## src/rtl/wft_pkg.sv

```systemverilog
package wft_pkg;

   // Slot order inside one frame; the order is the wire format.
   typedef enum logic [2:0] {
      SLOT_LOW   = 3'd0,
      SLOT_HIGH  = 3'd1,
      SLOT_PULSE = 3'd2,
      SLOT_FLAG  = 3'd3,
      SLOT_DATA  = 3'd4
   } slot_e;

   localparam int unsigned NUM_SLOTS = 5;

   // Content captured for one frame when its trigger is accepted.
   typedef struct packed {
      logic pulse;
      logic flag;
      logic data;
   } frame_load_t;

endpackage

```

## src/rtl/wft_sync.sv

```systemverilog
module wft_sync #(
   parameter int unsigned STAGES = 2
) (
   input  logic clk,
   input  logic rst_n,
   input  logic d_i,
   output logic q_o
);

   logic [STAGES-1:0] chain_q;

   generate
      for (genvar s = 0; s < STAGES; s++) begin : g_stage
         if (s == 0) begin : g_first
            always_ff @(posedge clk) begin
               if (!rst_n) chain_q[0] <= 1'b0;
               else        chain_q[0] <= d_i;
            end
         end else begin : g_rest
            always_ff @(posedge clk) begin
               if (!rst_n) chain_q[s] <= 1'b0;
               else        chain_q[s] <= chain_q[s-1];
            end
         end
      end
   endgenerate

   assign q_o = chain_q[STAGES-1];

endmodule

```

## src/rtl/wft_word_feed.sv

```systemverilog
module wft_word_feed #(
   parameter int unsigned WORD_W     = 30,
   parameter int unsigned FIFO_W     = 32,
   parameter int unsigned GAP_FRAMES = 1
) (
   input  logic              clk,
   input  logic              rst_n,
   input  logic              word_valid_i,
   input  logic [FIFO_W-1:0] word_data_i,
   output logic              word_ready_o,
   input  logic              take_i,
   output logic              flag_o,
   output logic              data_o
);

   localparam int unsigned BL_W  = $clog2(WORD_W + 1);
   localparam int unsigned GAP_W = $clog2(GAP_FRAMES + 1);

   logic [WORD_W-1:0] shift_q;
   logic [BL_W-1:0]   left_q;
   logic [GAP_W-1:0]  gap_q;
   logic              pop;

   assign word_ready_o = (left_q == '0) && (gap_q == '0);
   assign pop          = word_valid_i && word_ready_o;
   assign flag_o       = (left_q != '0);
   assign data_o       = flag_o && shift_q[WORD_W-1];

   always_ff @(posedge clk) begin
      if (!rst_n) begin
         shift_q <= '0;
         left_q  <= '0;
         gap_q   <= '0;
      end else begin
         if (take_i) begin
            if (left_q != '0) begin
               shift_q <= shift_q << 1;
               left_q  <= left_q - BL_W'(1);
               if (left_q == BL_W'(1)) gap_q <= GAP_W'(GAP_FRAMES);
            end else if (gap_q != '0) begin
               gap_q <= gap_q - GAP_W'(1);
            end
         end
         if (pop) begin
            shift_q <= word_data_i[FIFO_W-1 -: WORD_W];
            left_q  <= BL_W'(WORD_W);
         end
      end
   end

   AST_LOAD_FULL: assert property (@(posedge clk) disable iff (!rst_n)
      pop |=> (left_q == BL_W'(WORD_W)) && !word_ready_o);

   AST_GAP_ARMED: assert property (@(posedge clk) disable iff (!rst_n)
      (take_i && left_q == BL_W'(1)) |=> (gap_q == GAP_W'(GAP_FRAMES)) && !word_ready_o);

   AST_COLLIDE_EMPTY: assert property (@(posedge clk) disable iff (!rst_n)
      (take_i && pop) |-> !flag_o);

endmodule

```

## src/rtl/wft_frame_seq.sv

```systemverilog
module wft_frame_seq
   import wft_pkg::*;
#(
   parameter int unsigned CYC_PER_BIT = 8
) (
   input  logic clk,
   input  logic rst_n,
   input  logic trig_i,
   input  logic pulse_s_i,
   input  logic flag_i,
   input  logic data_i,
   output logic take_o,
   output logic busy_o,
   output logic line_o,
   output logic trig_lost_o
);

   localparam int unsigned CNT_W = $clog2(CYC_PER_BIT);
   localparam logic [CNT_W-1:0] CNT_MAX = CNT_W'(CYC_PER_BIT - 1);

   slot_e            slot_q;
   logic [CNT_W-1:0] cnt_q;
   logic             busy_q;
   logic             lost_q;
   frame_load_t      load_q;
   logic             slot_end;
   logic             frame_end;

   assign take_o    = trig_i && !busy_q;
   assign slot_end  = busy_q && (cnt_q == CNT_MAX);
   assign frame_end = slot_end && (slot_q == SLOT_DATA);

   always_ff @(posedge clk) begin
      if (!rst_n) begin
         busy_q <= 1'b0;
         slot_q <= SLOT_LOW;
         cnt_q  <= '0;
         load_q <= '0;
      end else if (take_o) begin
         busy_q <= 1'b1;
         slot_q <= SLOT_LOW;
         cnt_q  <= '0;
         load_q <= '{pulse: pulse_s_i, flag: flag_i, data: data_i};
      end else if (busy_q) begin
         if (slot_end) begin
            cnt_q <= '0;
            if (frame_end) begin
               busy_q <= 1'b0;
               slot_q <= SLOT_LOW;
            end else begin
               slot_q <= slot_e'(slot_q + 3'd1);
            end
         end else begin
            cnt_q <= cnt_q + CNT_W'(1);
         end
      end
   end

   always_ff @(posedge clk) begin
      if (!rst_n)                lost_q <= 1'b0;
      else if (trig_i && busy_q) lost_q <= 1'b1;
   end

   always_comb begin
      line_o = 1'b0;
      if (busy_q) begin
         unique case (slot_q)
            SLOT_LOW:   line_o = 1'b0;
            SLOT_HIGH:  line_o = 1'b1;
            SLOT_PULSE: line_o = load_q.pulse;
            SLOT_FLAG:  line_o = load_q.flag;
            SLOT_DATA:  line_o = load_q.data;
            default:    line_o = 1'b0;
         endcase
      end
   end

   assign busy_o      = busy_q;
   assign trig_lost_o = lost_q;

   AST_FRAME_OPENS_LOW: assert property (@(posedge clk) disable iff (!rst_n)
      $rose(busy_o) |-> !line_o);

   AST_HEADER_EDGE: assert property (@(posedge clk) disable iff (!rst_n)
      (slot_end && slot_q == SLOT_LOW) |=> line_o && busy_o);

   AST_FRAME_HELD: assert property (@(posedge clk) disable iff (!rst_n)
      (busy_q && !frame_end) |=> busy_q && $stable(load_q));

   AST_LOST_STICKY: assert property (@(posedge clk) disable iff (!rst_n)
      trig_lost_o |=> trig_lost_o);

   AST_GAP_NO_DATA: assert property (@(posedge clk) disable iff (!rst_n)
      (busy_q && !load_q.flag) |-> !load_q.data);

endmodule

```

## src/rtl/wire_frame_tx.sv

```systemverilog
module wire_frame_tx #(
   parameter int unsigned WORD_W      = 30,
   parameter int unsigned FIFO_W      = 32,
   parameter int unsigned CYC_PER_BIT = 8,
   parameter int unsigned GAP_FRAMES  = 1,
   parameter int unsigned SYNC_STAGES = 2
) (
   input  logic              clk,
   input  logic              rst_n,
   input  logic              frame_trig_i,
   input  logic              pulse_i,
   input  logic              word_valid_i,
   input  logic [FIFO_W-1:0] word_data_i,
   output logic              word_ready_o,
   output logic              line_o,
   output logic              busy_o,
   output logic              trig_lost_o
);

   generate
      if (WORD_W < 1 || WORD_W > FIFO_W) begin : g_bad_word
         $error("wire_frame_tx: WORD_W must lie in 1..FIFO_W");
      end
      if (CYC_PER_BIT < 2) begin : g_bad_cyc
         $error("wire_frame_tx: CYC_PER_BIT must be at least 2");
      end
      if (GAP_FRAMES < 1) begin : g_bad_gap
         $error("wire_frame_tx: GAP_FRAMES must be at least 1");
      end
      if (SYNC_STAGES < 2) begin : g_bad_sync
         $error("wire_frame_tx: SYNC_STAGES must be at least 2");
      end
   endgenerate

   logic pulse_s;
   logic take;
   logic flag;
   logic data;

   wft_sync #(.STAGES(SYNC_STAGES)) u_sync (
      .clk   (clk),
      .rst_n (rst_n),
      .d_i   (pulse_i),
      .q_o   (pulse_s)
   );

   wft_word_feed #(
      .WORD_W     (WORD_W),
      .FIFO_W     (FIFO_W),
      .GAP_FRAMES (GAP_FRAMES)
   ) u_feed (
      .clk          (clk),
      .rst_n        (rst_n),
      .word_valid_i (word_valid_i),
      .word_data_i  (word_data_i),
      .word_ready_o (word_ready_o),
      .take_i       (take),
      .flag_o       (flag),
      .data_o       (data)
   );

   wft_frame_seq #(.CYC_PER_BIT(CYC_PER_BIT)) u_seq (
      .clk         (clk),
      .rst_n       (rst_n),
      .trig_i      (frame_trig_i),
      .pulse_s_i   (pulse_s),
      .flag_i      (flag),
      .data_i      (data),
      .take_o      (take),
      .busy_o      (busy_o),
      .line_o      (line_o),
      .trig_lost_o (trig_lost_o)
   );

   AST_IDLE_QUIET: assert property (@(posedge clk) disable iff (!rst_n)
      !busy_o |-> !line_o);

endmodule

```

## config.mk

```make
export PLATFORM = sky130hd
export DESIGN_NAME = wire_frame_tx
export DESIGN_NICKNAME = d
export VERILOG_FILES = /design/src/rtl/wft_pkg.sv /design/src/rtl/wft_sync.sv /design/src/rtl/wft_word_feed.sv /design/src/rtl/wft_frame_seq.sv /design/src/rtl/wire_frame_tx.sv
export SDC_FILE = /design/constraint.sdc
export NUM_CORES = 1
export LEC_CHECK = 0
export ABC_AREA = 1
export BUFFER_PORTS_ARGS = -buffer_cell sky130_fd_sc_hd__buf_2
export CELL_PAD_IN_SITES_DETAIL_PLACEMENT = 1
export CELL_PAD_IN_SITES_GLOBAL_PLACEMENT = 2
export CORE_MARGIN = 3
export CORE_UTILIZATION = 31
export DETAILED_ROUTE_END_ITERATION = 16
export PLACE_DENSITY_LB_ADDON = 0.2
export SYNTH_ARGS = -nofsm -noshare
export SYNTH_HDL_FRONTEND = slang
export SYNTH_SLANG_ARGS = --single-unit
```

## constraint.sdc

```tcl
create_clock -name clk -period 1.9 [get_ports clk]
set_input_delay 0.285 -clock clk [delete_from_list [all_inputs] [get_ports clk]]
set_output_delay 0.285 -clock clk [all_outputs]
set_load 0.05 [all_outputs]
```

==> results of run 1 <==
[kinds of logic (layout without fill, tap and decap cells)]
family,after synthesis,after routing
buffers and inverters,84,113
XOR/XNOR,1,1
AND/OR/NAND/NOR,207,207
AO/OA/AOI/OAI,47,47
flip-flops,49,49
adder cells (fa/ha/maj),10,10
[registers in the layout, indices dropped and copies added, names as in the netlist]
register	count
u_feed.gap_q	1
u_feed.left_q	5
u_feed.shift_q	30
u_seq.busy_o	1
u_seq.cnt_q	3
u_seq.load_q	3
u_seq.slot_q	3
u_seq.trig_lost_o	1
u_sync.chain_q	1
u_sync.q_o	1
[worst paths after layout]
kind | startpoint | to | cells after the start
min reg2reg | u_sync.chain_q[0]$_SDFF_PN0_ | u_sync.q_o$_SDFF_PN0_ | 2
min | pulse_i | u_sync.chain_q[0]$_SDFF_PN0_ | 3
max | u_feed.left_q[0]$_SDFFE_PP0P_ | word_ready_o | 7
max reg2reg | u_feed.left_q[0]$_SDFFE_PP0P_ | u_feed.shift_q[29]$_SDFFE_PN0P_ | 13
[repair_timing]
action / 4_1_cts / 5_1_grt
setup endpoints to repair: 1 / 11
hold buffers: 0 / 0
gates resized for setup: 1 / 6
buffers inserted: 2 / 0
pin swaps: 1 / 0
[power breakdown]
part	switching, mW	total, mW	internal (mW)
sequential	0.213	1.60	1.38
clock	0.352	0.608	0.256
combinational	1.61	2.50	0.894
total	2.17	4.71	2.53
[cell type report]
type | count | share of cell area (%)
repair buffers | 51 | 10.51
flip-flops and latches | 49 | 31.73
inverters | 54 | 6.710
clock buffers | 6 | 2.344
clock inverters | 2 | 0.3234
well taps | 105 | 4.244
multi-input cells | 265 | 44.14
[through the flow]
stage	hold slack, ns	instance area, um^2	power (mW)	std cells	worst slack, ns
3_5_place_dp	0.4083	2982	4.042	522	0.1636
2_1_floorplan	0.3826	2750	3.548	398	0.1472
4_1_cts	0.1632	3082	4.745	532	0.06212
5_1_grt	0.1935	3095	5.209	532	0.01269
6_report	0.1739	3095	4.707	532	0.1314
3_3_place_gp	0.4108	2982	3.982	522	0.2096
[layout by cell type (no fill, tap or decap)]
master,n
nand2_1,87
nand2_4,3
dfxtp_2,1
a21oi_1,38
inv_2,3
clkbuf_1,1
clkbuf_8,5
inv_6,1
buf_4,11
dfxtp_1,48
clkinv_2,2
a211oi_1,2
o21ai_0,6
xor2_1,1
nor3_1,1
nor2_2,4
nand3_1,67
nand4_1,32
a41oi_2,1
ha_1,10
inv_1,50
buf_12,2
buf_6,2
nand3_2,1
buf_2,36
nor2_1,12
[critical path, cell delays in order (launching register included)]
cell and delay [ns]:
dfxtp_1 0.35, inv_1 0.12, ha_1 0.19, inv_1 0.05, nor2_2 0.12, nand2_4 0.07, nor2_2 0.09, buf_4 0.20
[per-layer routing]
metal / GRT usage [%] / vias up / share of wire, %
li1: - / 1367 / -
met1: 20.65 / 1220 / 50
met2: 25.14 / 23 / 47
met3: 2.293 / 5 / 2.4
met4: 4.767 / 0 / 1.0
met5: 0 / - / 0
==> impl_metrics.env, run 1 <==
export IMPL_clockBufferDepth=2
export IMPL_setup_repair_after_global_routing_missed_its_margin="no"
export IMPL_synth_simple_gate_area_share_pct=35.62
export IMPL_dp_hpwl_um=4810
export IMPL_path_class="reg2out"
export IMPL_ctsRootBufferMaster="clkbuf_8"
export IMPL_peakVddDrop_mv=0.4846
export IMPL_drt_wl_total_um=7181
export IMPL_clock_insertion_delay_at_the_later_pin_of_the_skew_report_ns=0.30
export IMPL_worstPathRequired_ns=1.62
export IMPL_drt_antenna_violating_nets=0
export IMPL_clock_skew_ns=0.007259
export IMPL_ys_async_sr_fraction_pct=0
export IMPL_overflow=0
export IMPL_die_width_um=100.0
export IMPL_crit_path_end_kind="primary output"
export IMPL_post_synth_xor_area_fraction_pct=0.3196
export IMPL_die_ar_um2=10000
export IMPL_fin_crit_ns=1.769
export IMPL_place_port_buffers=38
export IMPL_grt_pass1_wl_um=12460
export IMPL_crit_start_category="register"
export IMPL_cp_arrival_ns=1.48
export IMPL_drt_first_iter_violations=72
export IMPL_cell_with_the_most_instances_after_synthesis="nand2_1"
export IMPL_power_per_cell_area_nw_per_um2=1521
export IMPL_drc_errors=0
export IMPL_design_core_area_um2=8382
export IMPL_vias=2615
export IMPL_muxShareOfSynthArea_pct=0
export IMPL_detail_route_wl_per_cell_um=13.50
export IMPL_cts_clk_slew_worst_paths_ns=0.09
export IMPL_proportion_of_synthesized_chip_area_in_sequential_cells_pct=35.80
export IMPL_maxSlewViolCount=0
export IMPL_num_nets_final=473
export IMPL_timing_max_cap_violations=0
export IMPL_setup_viol=0
export IMPL_synth_largest_area_cell="dfxtp_1"
export IMPL_worst_min_delay_path_class="in2reg"
export IMPL_slew_headroom_pct=77.11
export IMPL_htree_levels=2
export IMPL_share_of_yosys_cell_area_claimed_by_the_top_area_cell_type_pct=35.80
export IMPL_synth_compound_area_share_pct=8.904
export IMPL_worstMarginPinSlew_ns=0.3434
export IMPL_yosysWarnings=0
export IMPL_postSynthAreaPerCell_um2=6.885
export IMPL_top_level_ports=41
export IMPL_fin_tns_setup_ns=0
export IMPL_number_of_iterations_in_the_first_detailed_routing_pass=4
export IMPL_dieHeight_um=100.0
export IMPL_critical_path_max_fanout=4
export IMPL_fmax_ghz=0.5654
export IMPL_fin_util_pct=36.93
export IMPL_std_cell_rows=33
export IMPL_outcome="completed"
export IMPL_timing_hold_violations_final=0
export IMPL_area_growth_syn_to_layout_pct=12.97
export IMPL_ys_seq_elements=49
export IMPL_regToRegSetupSlack_ns=0.20
export IMPL_tritoncts="done"
export IMPL_initial_utilization_pct=32.69
export IMPL_synth_edff_count=0
export IMPL_layout_area_seq_um2=982.2
export IMPL_post_route_period_util_pct=93.08
export IMPL_multi_input_area_um2=1366
export IMPL_dominant_combinational_cell_family_by_area_after_synthesis="simple AND/OR/NAND/NOR gates"
export IMPL_power_leakage_nw=1.509
export IMPL_routability_cong=0.7058
export IMPL_mappedNetlistNets=445
export IMPL_synth_common_cells="nand2_1, nand3_1, inv_1"
export IMPL_synth_top_cells_by_area="dfxtp_1, nand3_1, nand2_1"
export IMPL_first_global_vias=2650
export IMPL_fillCellCount=1099
export IMPL_antenna_found_initial=0
export IMPL_syn_inst=398
export IMPL_number_of_diodes_added_for_antenna_fixing=0
export IMPL_synth_flop_cell="dfxtp_1"
export IMPL_grtUsageTotal_pct=15.28
export IMPL_grt_start_max_net_pins=45
export IMPL_synth_adder_area_share_pct=4.566
export IMPL_synth_cell_type_count=22
export IMPL_cts_num_sinks=49
export IMPL_vias_per_cell=4.915
export IMPL_synth_cell_area_um2=2740
export IMPL_drive_gt1_share_pct=16.86
export IMPL_numCtsBuffers=5
(Power assumes the default switching activity.)
==> run 2: changes to the inputs <==
--- a/config.mk
+++ b/config.mk
@@ -12,7 +12,7 @@
 export CORE_MARGIN = 3
 export CORE_UTILIZATION = 31
 export DETAILED_ROUTE_END_ITERATION = 16
-export PLACE_DENSITY_LB_ADDON = 0.2
+export PLACE_DENSITY_LB_ADDON = 0.1
 export SYNTH_ARGS = -nofsm -noshare
 export SYNTH_HDL_FRONTEND = slang
 export SYNTH_SLANG_ARGS = --single-unit
==> impl_metrics.env, run 2 (synthesis results as in run 1) <==
export IMPL_maxSlewViolCount=0
export IMPL_crit_start_category="register"
export IMPL_grt_busiest_layer="met2"
export IMPL_flip_flop_count_of_the_largest_register_all_copies_and_words_added=30
export IMPL_largest_register="u_feed.shift_q"
export IMPL_tritoncts="done"
export IMPL_fillCellCount=1083
export IMPL_die_ar_um2=10000
export IMPL_outcome="completed"
export IMPL_power_per_cell_area_nw_per_um2=1538
export IMPL_setup_viol=0
export IMPL_post_route_period_util_pct=92.89
export IMPL_detail_route_wl_per_cell_um=13.69
export IMPL_top_regs="u_feed.shift_q (30), u_feed.left_q (5)"
export IMPL_crit_path_end_kind="primary output"
export IMPL_timing_hold_violations_final=0
export IMPL_global_route_usage_met3_pct=3.127
export IMPL_place_port_buffers=38
export IMPL_ctsRootBufferMaster="clkbuf_8"
export IMPL_initial_utilization_pct=32.69
export IMPL_drt_wl_total_um=7227
export IMPL_worstMarginPinSlew_ns=0.3962
export IMPL_overflow=0
export IMPL_vias=2604
export IMPL_std_cell_rows=33
export IMPL_clock_skew_ns=0.007349
export IMPL_worst_min_delay_path_class="in2reg"
export IMPL_slew_headroom_pct=73.59
export IMPL_leading_cell_type_in_the_layout_fill_and_taps_excluded="nand2_1"
export IMPL_grtUsageMet1_pct=19.73
export IMPL_most_common_layout_cells="nand2_1, nand3_1, inv_1, dfxtp_1, a21oi_1"
export IMPL_fmax_ghz=0.5666
export IMPL_area_growth_syn_to_layout_pct=13.52
export IMPL_grtUsageTotal_pct=15.20
export IMPL_htree_levels=2
export IMPL_drt_first_iter_violations=59
export IMPL_report_power_total_mw=4.783
export IMPL_peakVddDrop_mv=0.7692
export IMPL_antenna_found_initial=0
export IMPL_design_core_area_um2=8382
export IMPL_number_of_iterations_in_the_first_detailed_routing_pass=4
export IMPL_drc_errors=0
export IMPL_cp_arrival_ns=1.48
export IMPL_grt_pass1_wl_um=12480
export IMPL_worstPathRequired_ns=1.62
export IMPL_critical_path_max_fanout=7
export IMPL_drive_gt1_share_pct=16.31
export IMPL_clock_insertion_delay_at_the_later_pin_of_the_skew_report_ns=0.31
export IMPL_num_nets_final=470
export IMPL_die_width_um=100.0
export IMPL_fin_crit_ns=1.765
export IMPL_path_class="reg2out"
export IMPL_drt_antenna_violating_nets=0
export IMPL_dieHeight_um=100.0
export IMPL_post_cts_buffers=0
export IMPL_top_level_ports=41
export IMPL_cts_hold_buffers=0
export IMPL_clockBufferDepth=2
export IMPL_routability_cong=0.6957
export IMPL_met2_usage_pct=26.01
export IMPL_vias_per_cell=4.932
export IMPL_cts_clk_slew_worst_paths_ns=0.09
export IMPL_cts_num_sinks=49
export IMPL_timing_max_cap_violations=0
export IMPL_setup_repair_after_global_routing_missed_its_margin="no"
export IMPL_grt_start_max_net_pins=67
export IMPL_power_leakage_nw=1.510
export IMPL_number_of_diodes_added_for_antenna_fixing=0
export IMPL_fin_tns_setup_ns=0
export IMPL_numCtsBuffers=5
export IMPL_first_global_vias=2637
export IMPL_dp_hpwl_um=4648
run 2: cell count changes in the layout (fill, tap and decap cells not counted):
cell       delta
buf_4         -4
inv_1         -1
nor2_4        +1
clkbuf_1      -1
dfxtp_2       -1
clkinv_2      -1
dfxtp_1       +1
inv_2         +1
nor2_2        -1
buf_12        +1
bufinv_16     +1
run 2: critical path, stage by stage, from the launching register on:
cell and delay, ns:
dfxtp_1 0.35, inv_1 0.10, ha_1 0.17, inv_1 0.05, nor2_2 0.11, nand2_4 0.12, nor2_4 0.11, buf_6 0.16
run 2: routing by layer:
metal / share of wire (%) / wire length (um)
met4: 0.94 / 68
met3: 2.9 / 212
met5: 0 / 0
met2: 46 / 3360
met1: 50 / 3585
run 2: report_power, final:
| group | switching, mW | internal, mW |
|---|---|---|
| logic | 1.60 | 0.855 |
| registers | 0.202 | 1.38 |
| clock network | 0.363 | 0.384 |
run 2: layout make-up:
type | count | area [um^2] | share of cell area, %
inverter | 54 | 207.7 | 6.677
clock inverter | 2 | 35.03 | 1.126
sequential | 49 | 980.9 | 31.54
multi-input combinational | 265 | 1371 | 44.09
timing repair buffer | 48 | 315.3 | 10.14
clock buffer | 5 | 68.82 | 2.212
tap | 105 | 131.4 | 4.224
run 2: metrics by stage:
step / instances / hold slack [ns] / worst slack, ns / cell area (um^2) / utilization, %
after global routing: 528 / 0.1850 / 0.01129 / 3110 / 37.11
after detailed placement: 521 / 0.4154 / 0.2335 / 2987 / 35.63
after floorplan: 398 / 0.3826 / 0.1472 / 2750 / -
final: 528 / 0.1582 / 0.1351 / 3110 / 37.11
after CTS: 528 / 0.1498 / 0.01058 / 3093 / 36.90
after global placement: 521 / 0.4208 / 0.2456 / 2987 / 35.63
run 2: worst paths after layout:
kind | cells after the start | to | slack, ns | from
worst max-delay path | 7 | word_ready_o | 0.14 | u_feed.left_q[0]$_SDFFE_PP0P_
worst min-delay path | 3 | u_sync.chain_q[0]$_SDFF_PN0_ | 0.16 | pulse_i
worst max register to register | 8 | u_feed.shift_q[4]$_SDFFE_PN0P_ | 0.26 | u_feed.left_q[0]$_SDFFE_PP0P_
worst min register to register | 2 | u_sync.q_o$_SDFF_PN0_ | 0.44 | u_sync.chain_q[0]$_SDFF_PN0_
run 2: repair_timing:
action / CTS / global route
setup endpoints to repair: 1 / 2
gates cloned: 0 / 0
gates resized for setup: 1 / 7
endpoints found under the hold margin: 0 / 0
==> run 3: changes to the inputs <==
--- a/config.mk
+++ b/config.mk
@@ -11,8 +11,10 @@
 export CELL_PAD_IN_SITES_GLOBAL_PLACEMENT = 2
 export CORE_MARGIN = 3
 export CORE_UTILIZATION = 31
+export CTS_BUF_LIST = sky130_fd_sc_hd__clkbuf_16
 export DETAILED_ROUTE_END_ITERATION = 16
 export PLACE_DENSITY_LB_ADDON = 0.1
+export SETUP_SLACK_MARGIN = 0.5
 export SYNTH_ARGS = -nofsm -noshare
 export SYNTH_HDL_FRONTEND = slang
 export SYNTH_SLANG_ARGS = --single-unit
==> impl_metrics.env, run 3 (synthesis results as in run 1) <==
export IMPL_setup_viol=0
export IMPL_power_leakage_nw=1.983
export IMPL_post_route_period_util_pct=88.97
export IMPL_hold_worst_slack_ns=0.1766
export IMPL_timing_max_cap_violations=0
export IMPL_ctsRootBufferMaster="clkbuf_16"
export IMPL_fin_crit_ns=1.690
export IMPL_fmax_ghz=0.5916
export IMPL_critical_path_cell_chain="ha_4 > ha_4 > nand2_4 > a41oi_4 > buf_6"
export IMPL_cts_clk_slew_worst_paths_ns=0.07
export IMPL_report_power_total_mw=8.811
export IMPL_dieHeight_um=100.0
export IMPL_drt_first_iter_violations=98
export IMPL_crit_start_category="register"
export IMPL_postPlaceCellArea_um2=3009
export IMPL_area_growth_syn_to_layout_pct=68.77
export IMPL_crit_path_top_delay_cell="dfxtp_4"
export IMPL_vias=3090
export IMPL_routability_cong=0.6634
export IMPL_numCtsBuffers=5
export IMPL_worst_min_delay_path_class="in2reg"
export IMPL_grtUsageTotal_pct=20.83
export IMPL_maxSlewViolCount=0
export IMPL_top_level_ports=41
export IMPL_die_ar_um2=10000
export IMPL_clockBufferDepth=2
export IMPL_fin_tns_setup_ns=0
export IMPL_tritoncts="done"
export IMPL_grt_start_max_net_pins=30
export IMPL_overflow=0
export IMPL_cp_arrival_ns=1.41
export IMPL_place_port_buffers=38
export IMPL_timing_hold_violations_final=0
export IMPL_path_class="reg2out"
export IMPL_vias_per_cell=5.365
export IMPL_drt_antenna_violating_nets=0
export IMPL_antenna_found_initial=0
export IMPL_leading_cell_type_in_the_layout_fill_and_taps_excluded="nand3_1"
export IMPL_power_per_cell_area_nw_per_um2=1905
export IMPL_std_cell_rows=33
export IMPL_worstMarginPinSlew_ns=0.5721
export IMPL_design_area_um2=4624
export IMPL_cp_buffers_inverters=1
export IMPL_slew_headroom_pct=61.82
export IMPL_fillCellCount=970
export IMPL_most_common_layout_cells="nand3_1, dfxtp_1, inv_1"
export IMPL_clock_skew_ns=0.005949
export IMPL_fin_util_pct=55.17
export IMPL_worstPathRequired_ns=1.62
export IMPL_initial_utilization_pct=32.69
export IMPL_number_of_iterations_in_the_first_detailed_routing_pass=5
export IMPL_outcome="completed"
export IMPL_dp_hpwl_um=4719
export IMPL_design_core_area_um2=8382
export IMPL_cp_common_cell="ha_4"
export IMPL_drive_gt1_share_pct=51.38
export IMPL_setup_repair_after_global_routing_missed_its_margin="yes"
export IMPL_first_global_vias=3128
export IMPL_drt_wl_total_um=11690
export IMPL_peakVddDrop_mv=0.6506
export IMPL_crit_path_end_kind="primary output"
export IMPL_cts_hold_buffers=0
export IMPL_grt_pass1_wl_um=16300
export IMPL_largest_register="u_feed.shift_q"
export IMPL_cts_num_sinks=49
export IMPL_drc_errors=0
export IMPL_flip_flop_count_of_the_largest_register_all_copies_and_words_added=30
export IMPL_detail_route_wl_per_cell_um=20.30
export IMPL_top_regs="u_feed.shift_q (30), u_feed.left_q (5)"
export IMPL_regToRegSetupSlack_ns=0.23
export IMPL_die_width_um=100.0
export IMPL_num_nets_final=518
export IMPL_critical_path_max_fanout=4
export IMPL_number_of_diodes_added_for_antenna_fixing=0
export IMPL_htree_levels=2
export IMPL_clock_insertion_delay_at_the_later_pin_of_the_skew_report_ns=0.29
export IMPL_cpPeakStageDelay_ns=0.39
export IMPL_critical_path_top_delay_family="flip-flops"
## run 3: changes by cell type in the layout (fill, tap and decap cells not counted), sizes merged
cell    change
nand2       +5
buf        +43
bufinv      -1
clkinv      +1
## run 3: worst paths after layout
path / endpoint / depth (start not counted) / from
max: line_o / 5 / u_seq.slot_q[1]$_SDFFE_PP0P_
min: u_sync.chain_q[0]$_SDFF_PN0_ / 3 / pulse_i
max reg2reg: u_feed.left_q[0]$_SDFFE_PP0P_ / 11 / u_feed.left_q[1]$_SDFFE_PN0P_
min reg2reg: u_sync.q_o$_SDFF_PN0_ / 2 / u_sync.chain_q[0]$_SDFF_PN0_
## run 3: per-layer routing
metal	global-route usage [%]	wire length (um)	share of wire [%]
met5	0	0	0
met1	24.98	4841	41
met2	37.40	6020	51
met3	2.988	334	2.9
met4	8.083	495	4.2
## run 3: worst reg2reg max path, stage by stage, from the launching register on
cell     delay, ns
dfxtp_2       0.33
inv_2         0.08
ha_4          0.15
inv_2         0.04
nor2_4        0.12
nand2_8       0.09
buf_12        0.14
buf_16        0.16
buf_4         0.17
nand2_8       0.07
nand2_1       0.09
a21oi_2       0.14
## run 3: final cells by class
type                            count  area [um^2]  area share [%]
Tap cell                          105        131.4           2.841
Clock inverter                      2        7.507          0.1623
Sequential cell                    49        996.0           21.54
Multi-Input combinational cell    270         2112           45.67
Clock buffer                        5        125.1           2.706
Timing Repair Buffer               91         1017           22.00
Inverter                           54        235.2           5.087
## run 3: what timing repair did
action                                  in CTS  in global routing
setup buffers                               27                  7
pin swaps                                   27                 51
gates cloned                                12                  3
gates resized for setup                     80                150
endpoints found under the setup margin      39                 41
## run 3: stage by stage
step | setup slack, ns | instances
after global placement | 0.2185 | 520
final | 0.2096 | 576
after global routing | 0.1433 | 576
after CTS | 0.1981 | 566
after floorplan | 0.4444 | 398
after detailed placement | 0.2122 | 520
## run 3: power by group
| part | leakage, nW | total, mW | switching [mW] | internal, mW |
|---|---|---|---|---|
| sequential | 0.405 | 1.66 | 0.274 | 1.39 |
| combinational | 1.51 | 6.28 | 3.33 | 2.96 |
| clock | 0.0685 | 0.866 | 0.393 | 0.473 |
| total | 1.98 | 8.81 | 3.99 | 4.82 |
